## src/rtl/ex_operand_bypass.sv

```systemverilog
module ex_operand_bypass #(
  parameter int REG_IDX_W = 5,
  parameter int DATA_W    = 32
) (
  input  logic [REG_IDX_W-1:0] src_a_idx,
  input  logic [REG_IDX_W-1:0] src_b_idx,
  input  logic [REG_IDX_W-1:0] mem_dst_idx,
  input  logic                 mem_wr_en,
  input  logic [REG_IDX_W-1:0] wb_dst_idx,
  input  logic                 wb_wr_en,
  input  logic [DATA_W-1:0]    rf_a_val,
  input  logic [DATA_W-1:0]    rf_b_val,
  input  logic [DATA_W-1:0]    mem_result,
  input  logic [DATA_W-1:0]    wb_result,
  output logic [1:0]           sel_a,
  output logic [1:0]           sel_b,
  output logic [DATA_W-1:0]    opnd_a,
  output logic [DATA_W-1:0]    opnd_b
);
  localparam int            NUM_SRC  = 2;
  localparam logic [1:0]    PICK_RF  = 2'b00;
  localparam logic [1:0]    PICK_MEM = 2'b10;
  localparam logic [1:0]    PICK_WB  = 2'b01;

  logic mem_live, wb_live;
  logic [REG_IDX_W-1:0] src_idx [NUM_SRC];
  logic [DATA_W-1:0]    rf_val  [NUM_SRC];
  logic [1:0]           pick    [NUM_SRC];
  logic [DATA_W-1:0]    opnd    [NUM_SRC];

  assign mem_live = mem_wr_en && (mem_dst_idx != '0);
  assign wb_live  = wb_wr_en  && (wb_dst_idx  != '0);

  assign src_idx[0] = src_a_idx;
  assign src_idx[1] = src_b_idx;
  assign rf_val[0]  = rf_a_val;
  assign rf_val[1]  = rf_b_val;

  for (genvar g = 0; g < NUM_SRC; g++) begin : g_src
    logic hit_mem, hit_wb;
    assign hit_mem = mem_live && (mem_dst_idx == src_idx[g]);
    assign hit_wb  = wb_live  && (wb_dst_idx  == src_idx[g]);
    assign pick[g] = hit_mem ? PICK_MEM : (hit_wb ? PICK_WB : PICK_RF);

    always_comb begin
      case (pick[g])
        PICK_MEM: opnd[g] = mem_result;
        PICK_WB:  opnd[g] = wb_result;
        default:  opnd[g] = rf_val[g];
      endcase
    end
  end

  assign sel_a  = pick[0];
  assign sel_b  = pick[1];
  assign opnd_a = opnd[0];
  assign opnd_b = opnd[1];
endmodule


```

## config.mk

```make
export PLATFORM = sky130hd
export DESIGN_NAME = ex_operand_bypass
export DESIGN_NICKNAME = d
export VERILOG_FILES = /design/src/rtl/ex_operand_bypass.sv
export SDC_FILE = /design/constraint.sdc
export NUM_CORES = 1
export LEC_CHECK = 0
export ABC_AREA = 1
export BUFFER_PORTS_ARGS = -buffer_cell sky130_fd_sc_hd__buf_2
export CELL_PAD_IN_SITES_DETAIL_PLACEMENT = 1
export CELL_PAD_IN_SITES_GLOBAL_PLACEMENT = 2
export CORE_AREA = 2 2 118 120
export DETAILED_ROUTE_END_ITERATION = 10
export DIE_AREA = 0 0 120 122
export PLACE_DENSITY_LB_ADDON = 0.05
export SETUP_SLACK_MARGIN = 0.02
export SYNTH_ARGS = -nofsm -noshare
export SYNTH_HDL_FRONTEND = slang
export SYNTH_SLANG_ARGS = --single-unit
```

## constraint.sdc

```tcl
create_clock -name vclk -period 3
set_input_delay 0.3 -clock vclk [all_inputs]
set_output_delay 0.3 -clock vclk [all_outputs]
set_load 0.05 [all_outputs]
```

==> impl_metrics.yaml, run 1 <==
run_status:
  status: "finished, final reports clean"
routing:
  drt_iter0_drc: 132
  drc: 0
  drt_first_pass_iters: 4
  viasPerCell: 4.47
  ant_nets: 0
  vias: 3383
  wl_mm: 12.2
  wl_per_cell_um: 16.2
placed_design:
  place.gp.congestion: 0.736
  placed_area_mm2: 0.00308
  port-buffer-count: 218
  dp_cells: 755
  place_hpwl_mm: 9.23
global_route:
  grt_pass1_wl_mm: 18.2
  grt_overflow: 0
  track_usage: 0.154
  grt_antenna_before_repair: 1
  grt_pass1_vias: 3454
  grt_max_degree: 65
floorplan:
  die_w_um: 120
  io_pins: 218
  start_util: 0.136
  row_count: 43
  die_area_mm2: 0.0146
  core_mm2: 0.0135
  die_y_um: 122
synthesis:
  synth_nets: 532
  avgSynthCellArea_um2: 4.82
  synth.distinct_cells: 17
  netlist_instances: 382
  yosysWarningCount: 0
  syn-cell-area_mm2: 0.00184
  ys_seq_area_frac: 0
setup_path:
  cpMaxStageDelayCell: "buf_4"
  criticalPathCategory: "in -> out"
  crit_fanout: 22
  critPathBufInv: 4
  critPathCaptureType: "primary output"
  cp_common_cell: "nand3_1"
  slowest_delay_ps: 360
  worstSetupStartpointType: "primary input"
  arrival_ps: 2040
  cp_top_family: "simple AND/OR/NAND/NOR gates"
  crit_required_ps: 2700
  path_cells: "buf_2 -> nor2_1 -> nand3_1 -> nand2_1 -> inv_2 -> nand3_2 -> buf_4 -> nand3_1 -> nand3_1 -> buf_2"
timing:
  relSlewSlack: 0.531
  tns_ps: 0
  finalCritPeriodShare: 0.779
  hold_viol: 0
  setup_violations: 0
  max_freq_mhz: 428
  finalMaxSlewViolations: 0
  fin_crit_ps: 2340
  worst_slew_pin_slew_ps: 703
  rsz0062_at_grt: "false"
worst_hold_path:
  min_path_type: "in -> out"
clocking:
  postCtsSetupRepairBufs: 0
  ctsResizeCount: 0
  cts_hold_buf: 0
final_layout:
  stdcell_count: 756
  final_nets: 727
  nClkBuffers: 0
  final_area_mm2: 0.00308
  drive_gt1_frac: 0.423
  regArea_um2: 0
  design.seq.count: 0
  syn_to_final_growth_pct: 67.4
  final.fill_count: 1835
  fin_util: 0.228
power_and_ir_drop:
  peakVddDrop_mv: 0.0490
  pwr_density_cell_mw_per_mm2: 192
  p_leak_nw: 1.71
flow_run:
  drv_cap: 0
[metal layers]
metal,vias to the layer above,share of wire,track usage
met5,-,0,0
met4,0,0.0066,0.00956
met3,4,0.074,0.0257
met2,126,0.49,0.283
met1,1570,0.43,0.196
li1,1683,-,-
[cell type report]
| type | count | area, µm² | area share |
|---|---|---|---|
| antenna | 1 | 2.50 | 0.000812 |
| tap | 180 | 225 | 0.0731 |
| inverter | 17 | 63.8 | 0.0207 |
| multi-input combinational | 331 | 1590 | 0.517 |
| timing repair buffer | 227 | 1200 | 0.388 |
[cells by family after synthesis]
kind of cell / synth area share
and+or+nand+nor: 0.808
xor gates and xnor gates: 0.0523
buffers and inverters: 0.140
[through the flow]
step	hold slack, ps	power [mW]	setup slack (ps)
final	1020	0.591	662
after global routing	1050	0.636	486
after CTS	1030	0.599	612
after detailed placement	1030	0.597	605
after global placement	1020	0.597	611
after floorplan	998	0.375	1080
[power breakdown]
group          switching, mW  internal [mW]
Sequential                 0              0
Combinational          0.414          0.177
Clock                      0   0.0000000446
Total                  0.414          0.177
[synthesized netlist by cell type (all sizes together)]
master | n | area, µm²
inv | 17 | 63.8
nand4 | 1 | 12.5
nand3 | 198 | 1000
nand2 | 102 | 383
buf | 32 | 186
nor2 | 17 | 76.3
xnor2 | 5 | 43.8
clkbuf | 2 | 7.51
nand3b | 1 | 7.51
xor2 | 6 | 52.6
nor2b | 1 | 6.26
[path summary, 6_finish.rpt]
kind | from | endpoint | slack (ps) | depth (start not counted)
worst max-delay path | wb_dst_idx[0] | opnd_a[16] | 660 | 10
worst min-delay path | rf_b_val[13] | opnd_b[13] | 1020 | 4
[layout by cell type, fill, tap and decap left out]
master and count:
buf_12 3, nand2_1 102, nor2_1 14, nor2_4 1, buf_2 218, xnor2_1 5, diode_2 1, inv_2 8
buf_4 6, nand3_2 4, nor2b_1 1, xor2_1 6, nand3b_1 1, nor2_2 2, inv_1 9, nand3_1 194
nand4_2 1
(Power assumes the default switching activity.)
==> run 2: changes to the inputs <==
CORE_AREA = 2 2 122 124   (was 2 2 118 120)
DIE_AREA = 0 0 124 126   (was 0 0 120 122)
clock period = 2.2 ns   (was 3 ns; I/O delays follow)
==> impl_metrics.yaml, run 2 (synthesis results as in run 1) <==
routing:
  drt_first_pass_iters: 4
  drt_iter0_drc: 83
  wl_per_cell_um: 16.0
  ant_nets: 0
  drc: 0
  viasPerCell: 4.41
  wl_mm: 12.3
  vias: 3378
setup_path:
  cpMaxStageDelayCell: "buf_2"
  crit_fanout: 17
  criticalPathCategory: "in -> out"
  slowest_delay_ps: 280
  crit_required_ps: 1980
  critPathCaptureType: "primary output"
  cp_top_family: "buffers and inverters"
  path_cells: "buf_2 -> xnor2_1 -> nand2_1 -> nor2_1 -> nand3_2 -> inv_2 -> buf_4 -> nand2_1 -> nand3_1 -> buf_2"
  critPathBufInv: 4
  worstSetupStartpointType: "primary input"
  arrival_ps: 1690
final_layout:
  final_nets: 733
  nClkBuffers: 0
  regArea_um2: 0
  layout_common_cells: "218 x buf_2, 194 x nand3_1, 102 x nand2_1, 14 x nor2_1"
  drive_gt1_frac: 0.429
  syn_to_final_growth_pct: 72.1
  final.fill_count: 1937
  layout_commonest_cell: "buf_2"
  design.seq.count: 0
timing:
  fin_crit_ps: 1910
  fin_worst_hold_slack_ps: 863
  tns_ps: 0
  setup_violations: 0
  finalMaxSlewViolations: 0
  worst_slew_pin_slew_ps: 345
  max_freq_mhz: 524
  hold_viol: 0
  finalCritPeriodShare: 0.867
  rsz0062_at_grt: "false"
  relSlewSlack: 0.768
floorplan:
  die_area_mm2: 0.0156
  row_count: 44
  start_util: 0.129
  core_mm2: 0.0143
  die_y_um: 126
  io_pins: 218
  die_w_um: 124
global_route:
  grt_pass1_wl_mm: 18.6
  grt_antenna_before_repair: 1
  grt_max_degree: 43
  grt_pass1_vias: 3495
  grt_overflow: 0
  track_usage: 0.147
placed_design:
  port-buffer-count: 218
  place_hpwl_mm: 9.69
  place.gp.congestion: 0.732
clocking:
  ctsResizeCount: 0
  postCtsSetupRepairBufs: 0
  cts_hold_buf: 0
flow_run:
  drv_cap: 0
power_and_ir_drop:
  p_leak_nw: 1.76
  peakVddDrop_mv: 0.0608
  pwr_density_cell_mw_per_mm2: 256
worst_hold_path:
  min_path_type: "in -> out"
run_status:
  status: "finished, final reports clean"
## run 2: cell count changes in the layout (fill, tap and decap cells not counted), sizes merged
cell | before | now
buf | 227 | 233
## run 2: per-layer routing
| layer | vias up | global-route usage | wire length (µm) |
|---|---|---|---|
| met1 | 1548 | 0.194 | 5450 |
| met2 | 124 | 0.263 | 5790 |
| met5 | - | 0 | 0 |
| li1 | 1702 | - | - |
| met3 | 4 | 0.0254 | 951 |
| met4 | 0 | 0.00727 | 71 |
## run 2: area by class of cell
cell class,instances,area [µm²],area share
diodes,1,2.50,0.000790
inverters,17,63.8,0.0201
multi-input cells,331,1590,0.503
well taps,184,230,0.0727
repair buffers,233,1280,0.404
## run 2: worst paths after layout
check	start	end	slack (ps)	cells past startpoint
worst max-delay path	mem_dst_idx[0]	opnd_b[1]	290	10
worst min-delay path	rf_a_val[6]	opnd_a[6]	860	4
## run 2: power by group
group / switching [mW] / internal [mW]
Clock: 0 / 0.0000000608
Combinational: 0.563 / 0.247
Sequential: 0 / 0
## run 2: through the flow
stage          instance area (µm²)  std cells  worst slack (ps)  utilization  power [mW]
3_3_place_gp                  3170        765               226        0.221       0.819
4_1_cts                       3170        765               233        0.221       0.823
6_report                      3170        766               293        0.221       0.810
5_1_grt                       3170        766              70.1        0.221       0.876
2_1_floorplan                 1840        382               444            -       0.511
3_5_place_dp                  3170        765               243        0.221       0.820
